<file path="src/rtl/pci_irq_summary.sv">
module pci_irq_summary #(
  parameter int ADDR_W   = 4,
  parameter int NREQ     = 19,
  parameter int BASE_OFS = 4,
  localparam int NBYTES  = (NREQ + 7) / 8,
  localparam int PAD     = NBYTES * 8,
  localparam int IDX_W   = $clog2(NREQ)
) (
  input  logic              clk,
  input  logic              rst_n,
  input  logic [NREQ-1:0]   req_in,
  input  logic [ADDR_W-1:0] addr,
  input  logic [7:0]        wdata,
  input  logic              wr_en,
  input  logic              rd_en,
  output logic [7:0]        rdata,
  output logic              irq_out,
  output logic [IDX_W-1:0]  lowest_idx,
  output logic              lowest_vld
);

  logic [NREQ-1:0]  req_s1, req_s2, mask_q, pend;
  logic [PAD-1:0]   req_pad;
  logic [IDX_W-1:0] lo_idx;
  logic             lo_hit;

  always_ff @(posedge clk or negedge rst_n)
    if (!rst_n) begin
      req_s1 <= '0;
      req_s2 <= '0;
    end else begin
      req_s1 <= req_in;
      req_s2 <= req_s1;
    end

  always_ff @(posedge clk or negedge rst_n)
    if (!rst_n) mask_q <= '1;
    else if (wr_en)
      for (int i = 0; i < NREQ; i++)
        if (addr == ADDR_W'(BASE_OFS + i / 8)) mask_q[i] <= wdata[i % 8];

  assign req_pad = PAD'(req_s2);

  always_comb begin
    rdata = '0;
    for (int b = 0; b < NBYTES; b++)
      if (rd_en && addr == ADDR_W'(BASE_OFS + b)) rdata = req_pad[b*8 +: 8];
  end

  assign pend = req_s2 & ~mask_q;

  always_comb begin
    lo_idx = '0;
    lo_hit = 1'b0;
    for (int i = NREQ - 1; i >= 0; i--)
      if (pend[i]) begin
        lo_idx = IDX_W'(i);
        lo_hit = 1'b1;
      end
  end

  always_ff @(posedge clk or negedge rst_n)
    if (!rst_n) begin
      irq_out    <= 1'b0;
      lowest_idx <= '0;
      lowest_vld <= 1'b0;
    end else begin
      irq_out    <= |pend;
      lowest_idx <= lo_idx;
      lowest_vld <= lo_hit;
    end

endmodule

</file>
<file path="config.mk">
export PLATFORM = sky130hd
export DESIGN_NAME = pci_irq_summary
export DESIGN_NICKNAME = d
export VERILOG_FILES = /design/src/rtl/pci_irq_summary.sv
export SDC_FILE = /design/constraint.sdc
export NUM_CORES = 1
export LEC_CHECK = 0
export BUFFER_PORTS_ARGS = -buffer_cell sky130_fd_sc_hd__buf_2
export CAP_MARGIN = 20
export CORE_UTILIZATION = 48
export CTS_CLUSTER_SIZE = 12
export DETAILED_ROUTE_END_ITERATION = 16
export GPL_TIMING_DRIVEN = 0
export HOLD_SLACK_MARGIN = 0.08
export PLACE_DENSITY = 0.74
export SYNTH_ARGS = -nofsm -noshare
export SYNTH_HDL_FRONTEND = slang
export SYNTH_SLANG_ARGS = --single-unit
</file>
<file path="constraint.sdc">
create_clock -name clk -period 1.7 [get_ports clk]
set_clock_uncertainty 0.2 [all_clocks]
set_input_delay 0.34 -clock clk [delete_from_list [all_inputs] [get_ports clk]]
set_output_delay 0.34 -clock clk [all_outputs]
set_load 0.02 [all_outputs]
</file>
== After elaboration in Yosys (flattened, before gate mapping) ==
Index checks and enable logic that the tools add are counted.

* Input bits: 35
* Flip-flop bits (word level): 64
* Memory bits (read-only): 0
* Latch bits: 0
* Memories: 0
* RAM bits: 0

* Add/sub/neg operators: 0
* Shift-type cells: 0
* $mul: 0
* Div/mod/pow operators: 0
* Reduce and logical (&&, ||, !) cells: 7
* Muxes and demuxes: 41
* Equality and inequality tests: 3
* Bitwise operators: 2
* $lt $le $gt $ge: 0

{| class="wikitable"
|+ Operators with widths
! operator !! count
|-
| two-way mux 5 bit || 19
|-
| two-way mux 8 bit || 3
|-
| bitwise AND 19 bit || 1
|-
| two-way mux 1 bit || 19
|-
| NOT 19 bit || 1
|-
| OR reduction 19 bit || 1
|-
| == test 4 x 3 -> 1 bit (second input constant) || 3
|-
| AND reduction 2 bit || 3
|-
| logical AND 1 bit || 3
|}

== Logic depth before layout (Yosys ltp) ==
Gate-level depths: netlist of the first run.

* Depth after elaboration: 21
* Gate-level depth with buffers: 6
* Depth with buffers taken out: 5

== Worst setup path before layout of the first run ==
OpenSTA, ideal clock, no wires.

* Path type: input to output
* Start point: input addr[2]
* End point: output rdata[0]
* Arrival: 1.370 ns
* Buffers on the path: 0
* Stages on the path: 5
* Required time: 1.160 ns
* Slack: -0.210 ns
* Cells stage by stage: nor2b_1 > nand2_1 > nor2_1 > nand2_1 > a2bb2oi_1

* Longest elaborated chain between the ends: 5
* Elaborated cells between the ends (all ways): 9
* Classes of those cells: eq/ne: 3; mux: 3; reduce/logical: 3

{| class="wikitable"
|+ RTL lines
! element !! line !! RTL
|-
| start: declaration || 12 || <nowiki>input logic [ADDR_W-1:0] addr,</nowiki>
|-
| == test 4 x 3 -> 1 bit || 47 || <nowiki>if (rd_en && addr == ADDR_W'(BASE_OFS + b)) rdata = req_pad[b*8 +: 8];</nowiki>
|-
| logical AND 1 bit || 47 ||
|-
| two-way mux 8 bit (2 in series) || 47 ||
|-
| two-way mux 8 bit * || 47 ||
|-
| end: declaration || 16 || <nowiki>output logic [7:0] rdata,</nowiki>
|}

Every way passes the cells marked *; elsewhere a longest branch is shown, timed or not.

== Worst setup path after layout of the first run ==
* Start point: input addr[3]
* End point: output rdata[3]

The elaborated chain is that of the path after synthesis.

==> flow_summary_export.csv, run 1 <==
group,metric,value,unit
worst_setup_path,worstReg2RegStart,"mask_q[14]$_DFFE_PN1P_",
cts,clock_sinks,64,
worst_setup_path,worstSetupStartpointType,"input pin",
yosys,yosys.area.top_type,"dfrtp_1",
worst_setup_path,path_max_fanout,5,
placed_design,routabilityCongestion,0.781,
finish,layout-area-overhead-vs-synth,43.7,%
floorplanning,top_level_ports,50,
worst_setup_path,startpoint,"addr[3]",
cts,clockBufferDepth,2,
grt,track_usage,21.2,%
yosys,synth_common_cells,"45 x dfrtp_1, 19 x dfstp_2, 17 x nand2_1",
power,p_per_area,1110,nW/µm²
worst_setup_path,cpPeakStageDelay,0.27,ns
floorplanning,dieWidth,72.1,µm
route,post-route-drc-count,0,
power,leakage,1.50,nW
timing,slew_headroom,52.9,%
worst_setup_path,crit_top_cell,"buf_6",
timing,slew_violations,0,
finish,nets,298,
grt,grt_pass1_wl,7.83,mm
floorplanning,coreArea,4720,µm²
yosys,netlist_area,2360,µm²
yosys,synth.avg_cell_area,13.8,µm²
cts,cts_tree,"done",
yosys,synth-edff-count,0,
finish,final_util,71.7,%
yosys,yosysMostFrequentCell,"dfrtp_1",
timing,setup_viol,11,
timing,max_freq,551,MHz
cts,cts_buffers,9,
finish,antennaDiodeCount,0,
cts,clk_latency,0.33,ns
timing,hold_viol,0,
cts,htree_num_levels,3,
route,drt_first_pass_iters,4,
finish,final_layout_size_suffix_gt1_share,47.8,%
grt,grt_max_degree,35,
route,drt_iter0_drc,79,
finish,stdcell_area,3380,µm²
yosys,synth_seq_cells,64,
grt,antenna_found_initial,0,
min_path,min_from,"req_s1[18]$_DFF_PN0_",
timing,fin_crit_sh,107,%
yosys,ys_top_cells_by_area,"dfrtp_1 48%, dfstp_2 21%, mux2_2 7.6%",
worst_setup_path,crit_required,1.16,ns
route,drt_wl_total,4.82,mm
yosys,synthCells,171,
min_path,hold_path.class,"reg2reg",
yosys,ys_warn_count,0,
timing,setup_ws,-0.116,ns
placed_design,port_buffers,49,
timing,rsz0062_at_grt,"yes",
yosys,synthFlopType,"dfrtp_1",
timing,fin_crit,1.82,ns
job,cap_violations,0,
yosys,synth.top_cell.area_share,47.8,%
cts,cts-root-buf,"clkbuf_8",
route,vias,1636,
worst_setup_path,cpLargestDelayFamily,"simple AND/OR/NAND/NOR gates",
status,violations,"negative setup slack",
yosys,seq_area_frac_synth,69.0,%
worst_setup_path,crit_path_end_kind,"primary output",
worst_setup_path,slowest_stage,"nor3_4",
worst_setup_path,crit_buf_inv,2,
timing,worst_hold_slack,0.148,ns
status,status,"finished with violations",
yosys,synthArstFlopShare,100,%
floorplanning,rows,25,
floorplanning,die_area,5190,µm²
placed_design,dpl_cell_area,2740,µm²
floorplanning,dieHeight,72.1,µm
grt,overflow,0,
worst_setup_path,path_cells,"buf_6 > nor2b_4 > nand2_4 > nor3_4 > a22o_1 > buf_6",
floorplanning,initial_core_util,49.9,%
cts,path_clk_slew,0.06,ns
finish,fin_cells,335,
placed_design,dpl.cell_count,288,
grt,grt_pass1_vias,1640,
timing,worst_slew_pin_slew,0.706,ns
route,via_per_inst,4.88,
yosys,synth_nets,206,
yosys,synth_cell_types,29,
placed_design,dpl.hpwl,3.00,mm
route,post_drt_wl_per_cell,14.4,µm
route,ant_nets,0,
worst_setup_path,critical_path_class,"in2out",
worst_setup_path,critPathArrivalTime,1.28,ns
power,vdd_ir_drop_max,1.00,mV
state kept, by name, summed over array words and instances, names as in the netlist:
register    cells
mask_q         19
req_s1         19
req_s2         19
lowest_idx      5
irq_out         1
lowest_vld      1
layer usage:
metal | wire length [µm] | part of all wire (%) | global-route usage [%] | up-vias
met1 | 2130 | 44 | 27.4 | 798
met4 | 69 | 1.4 | 9.37 | 0
met2 | 2380 | 49 | 33.4 | 48
met5 | 0 | 0 | 0 | -
li1 | - | - | - | 780
met3 | 236 | 4.9 | 6.39 | 10
through the flow:
step | power, mW | TNS [ns] | setup slack, ns
3_5_place_dp | 2.35 | -3.77 | -0.335
5_1_grt | 3.93 | -1.56 | -0.169
4_1_cts | 3.75 | -1.06 | -0.149
2_1_floorplan | 2.17 | 0 | 0.00773
3_3_place_gp | 2.33 | -5.69 | -0.338
6_report | 3.76 | -0.925 | -0.116
worst register-to-register path, delay by kind of cell (launching register included):
kind / cells / cell delay [ns]
AND/OR/NAND/NOR: 4 / 0.93
flip-flops: 1 / 0.56
cells by family (layout without fill, tap and decap cells):
logic type | Yosys count | count (layout) | synth area share [%]
flops | 64 | 64 | 69.0
buf+inv | 6 | 103 | 1.12
simple gates | 55 | 55 | 13.4
compound gates | 30 | 30 | 8.82
mux | 16 | 16 | 7.65
where the power goes:
part / internal, mW / switching [mW] / leakage, nW / total, mW
registers: 1.77 / 0.0827 / 0.726 / 1.85
logic: 0.289 / 0.293 / 0.669 / 0.582
clock network: 0.793 / 0.534 / 0.109 / 1.33
path summary, 6_finish.rpt:
kind	endpoint	slack, ns	depth (start not counted)
max	rdata[3]	-0.12	6
min	req_s2[18]$_DFF_PN0_	0.15	0
max reg2reg	irq_out$_DFF_PN0_	-0.11	4
min reg2reg	req_s2[18]$_DFF_PN0_	0.15	0
max in group asynchronous	mask_q[5]$_DFFE_PN1P_	0.22	3
min in group asynchronous	req_s1[12]$_DFF_PN0_	0.40	2
layout make-up:
class	instances	area (µm²)
fillers	318	1340
well taps	67	83.8
clock buffers	13	169
flip-flops and latches	64	1630
clock inverters	3	40.0
plain buffers	1	7.51
inverters	5	18.8
repair buffers	81	626
multi-input cells	101	815
layout by cell type (no fill, tap or decap), drive strengths merged, types with 3 or more instances in the layout:
cell	instances
buf	54
a31oi	3
o21ai	9
mux2	16
nor2	8
a21oi	3
a22o	5
nand2	17
clkbuf	13
dfstp	19
inv	5
nand2b	8
a2bb2oi	3
dfrtp	45
dlygate4sd3	28
nor2b	13
nor3	4
what timing repair did:
| item | in CTS | in global routing |
|---|---|---|
| endpoints found under the hold margin | 61 | 0 |
| setup endpoints to repair | 11 | 14 |
| resized for setup | 21 | 17 |
| pin swaps | 11 | 11 |
| setup buffers | 3 | 0 |
| hold buffers | 28 | 0 |
Power figures use the tool's default switching activity.
==> run 2, diff against run 1 <==
--- a/config.mk
+++ b/config.mk
@@ -7,12 +7,12 @@
 export LEC_CHECK = 0
 export BUFFER_PORTS_ARGS = -buffer_cell sky130_fd_sc_hd__buf_2
 export CAP_MARGIN = 20
-export CORE_UTILIZATION = 48
+export CORE_UTILIZATION = 55
 export CTS_CLUSTER_SIZE = 12
 export DETAILED_ROUTE_END_ITERATION = 16
 export GPL_TIMING_DRIVEN = 0
 export HOLD_SLACK_MARGIN = 0.08
-export PLACE_DENSITY = 0.74
+export PLACE_DENSITY = 0.8
 export SYNTH_ARGS = -nofsm -noshare
 export SYNTH_HDL_FRONTEND = slang
 export SYNTH_SLANG_ARGS = --single-unit
==> constraint.sdc (replaced) <==
create_clock -name clk -period 2.3 [get_ports clk]
set_clock_uncertainty 0.2 [all_clocks]
set_input_delay 0.46 -clock clk [delete_from_list [all_inputs] [get_ports clk]]
set_output_delay 0.46 -clock clk [all_outputs]
set_load 0.02 [all_outputs]
==> run 2 against run 1 <==
Against the previous run: the flow now finishes without violations; critical path type unchanged; hold slack worse by 0.0024 ns; first-iteration DRC count is 47% higher; final area shrank 6.2%; routed wire length decreased by 0.97%.
==> flow_summary_export.csv, run 2 (synthesized netlist as in run 1, its figures left out) <==
group,metric,value,unit
timing,tns,0,ns
timing,setup_viol,0,
grt,overflow,0,
power,p_seq_share,46.8,%
route,post_drt_wl_per_cell,15.5,µm
min_path,min_delay_path_depth,0,
finish,final_common_cell,"buf_2",
placed_design,port_buffers,49,
cts,path_clk_slew,0.07,ns
cts,cts-root-buf,"clkbuf_8",
worst_setup_path,path_cells,"buf_2 > nor2b_1 > nand2_1 > nor3_4 > a22o_1 > buf_2",
cts,clockBufferDepth,2,
floorplanning,rows,23,
timing,fin_crit,2.20,ns
timing,slew_violations,0,
timing,slew_headroom,64.3,%
floorplanning,initial_core_util,58.1,%
grt,grt_max_degree,42,
power,swShare,22.5,%
power,intPower,2.27,mW
finish,n_fill_cell,249,
cts,clk_latency,0.34,ns
route,ant_nets,0,
floorplanning,dieHeight,67.5,µm
worst_setup_path,cpPeakStageDelay,0.30,ns
timing,max_freq,454,MHz
placed_design,routabilityCongestion,0.867,
route,via_per_inst,5.20,
grt,track_usage,25.4,%
timing,worst_slew_pin_slew,0.536,ns
worst_setup_path,crit_top_cell,"buf_2",
worst_setup_path,slowest_stage,"nor3_4",
worst_setup_path,path_max_fanout,5,
placed_design,dpl.hpwl,3.09,mm
route,vias,1603,
placed_design,dpl_cell_area,2680,µm²
finish,final_util,78.2,%
placed_design,dpl.cell_count,271,
route,drt_wl_total,4.78,mm
worst_setup_path,worstReg2RegStart,"mask_q[3]$_DFFE_PN1P_",
finish,layout_common_cells,"49 x buf_2, 45 x dfrtp_1, 20 x dlygate4sd3_1",
floorplanning,coreArea,4060,µm²
power,p_sw,0.661,mW
power,p_per_area,924,nW/µm²
worst_setup_path,critical_path_class,"in2out",
route,drt_first_pass_iters,4,
finish,multi_input_area,726,µm²
grt,grt_pass1_vias,1721,
finish,regArea,1630,µm²
route,post-route-drc-count,0,
cts,cts_tree,"done",
placed_design,pre_cts_ws,-0.169,ns
job,cap_violations,0,
timing,worst_hold_slack,0.146,ns
finish,final_layout_size_suffix_gt1_share,43.4,%
power,leakage,1.43,nW
cts,htree_num_levels,3,
worst_setup_path,critPathArrivalTime,1.54,ns
finish,layout-area-overhead-vs-synth,34.7,%
worst_setup_path,worstSetupStartpointType,"input pin",
min_path,min_from,"req_s1[15]$_DFF_PN0_",
timing,fin_crit_sh,95.8,%
grt,antenna_found_initial,0,
floorplanning,top_level_ports,50,
worst_setup_path,timing.rr.end,"lowest_vld$_DFF_PN0_",
power,clkPwrFrac,40.1,%
status,status,"completed",
timing,setup_ws,0.0975,ns
power,total_power,2.93,mW
cts,clock_sinks,64,
worst_setup_path,ff2ff_setup_slack,0.51,ns
floorplanning,die_area,4550,µm²
min_path,min_to,"req_s2[15]$_DFF_PN0_",
grt,grt_pass1_wl,7.68,mm
route,drt_iter0_drc,116,
floorplanning,dieWidth,67.5,µm
min_path,hold_path.class,"reg2reg",
finish,stdcell_area,3170,µm²
timing,hold_viol,0,
worst_setup_path,reg2regPathDepth,5,
cts,cts_buffers,9,
finish,top_regs,"mask_q: 19 flops, req_s1: 19 flops, req_s2: 19 flops",
power,pwr-share-comb,13.2,%
finish,nets,288,
finish,antennaDiodeCount,0,
worst_setup_path,crit_path_end_kind,"primary output",
power,vdd_ir_drop_max,0.624,mV
timing,rsz0062_at_grt,"no",
worst_setup_path,crit_required,1.64,ns
finish,fin_cells,308,
## run 2: changes by cell type in the layout (fill, tap and decap cells not counted), moves of 3 or more
cell           previous run  this run
nor2b_1                   6        10
buf_6                     8         0
buf_2                    38        49
buf_4                     7         1
a2bb2oi_1                 0         3
dlygate4sd3_1            28        20
a2bb2oi_2                 3         0
## run 2: how the worst max path moves through the flow
stage,start,end,depth (start not counted)
6_report,addr[3],rdata[3],6
5_1_grt,addr[3],rdata[3],6
4_1_cts,addr[3],rdata[1],7
3_5_place_dp,addr[3],rdata[3],6
3_3_place_gp,addr[3],rdata[3],6
2_1_floorplan,addr[2],rdata[0],5
## run 2: area by class of cell
cell class	count	area share, %
Clock buffer	13	5.01
Sequential cell	64	51.2
Inverter	5	0.591
Buffer	1	0.237
Multi-Input combinational cell	101	22.9
Tap cell	50	1.97
Clock inverter	3	2.84
Timing Repair Buffer	71	15.3
## run 2: repair_timing
item	4_1_cts	5_1_grt
hold buffers	20	0
cloned	0	0
endpoints found under the setup margin	8	8
resized for setup	2	3
pin swaps	0	1
buffers inserted	0	1
endpoints found under the hold margin	36	0
## run 2: layer usage
layer | part of all wire (%) | wire [µm] | track usage (%)
met1 | 39 | 1880 | 28.1
met2 | 52 | 2500 | 41.0
met3 | 6.1 | 291 | 11.8
met4 | 2.2 | 107 | 12.8
met5 | 0 | 0 | 0
## run 2: power by group through the flow
stage	clock [mW]	combinational (mW)	sequential, mW
global placement	0	0.332	1.38
CTS	1.20	0.382	1.37
global route	1.26	0.426	1.39
finish	1.18	0.387	1.37
detailed placement	0	0.351	1.39
floorplan	0	0.214	1.39
## run 2: worst max-delay path: cells and delay by family
family	cells	cell delay, ns
simple gates	3	0.62
buf+inv	2	0.27
compound gates	1	0.19
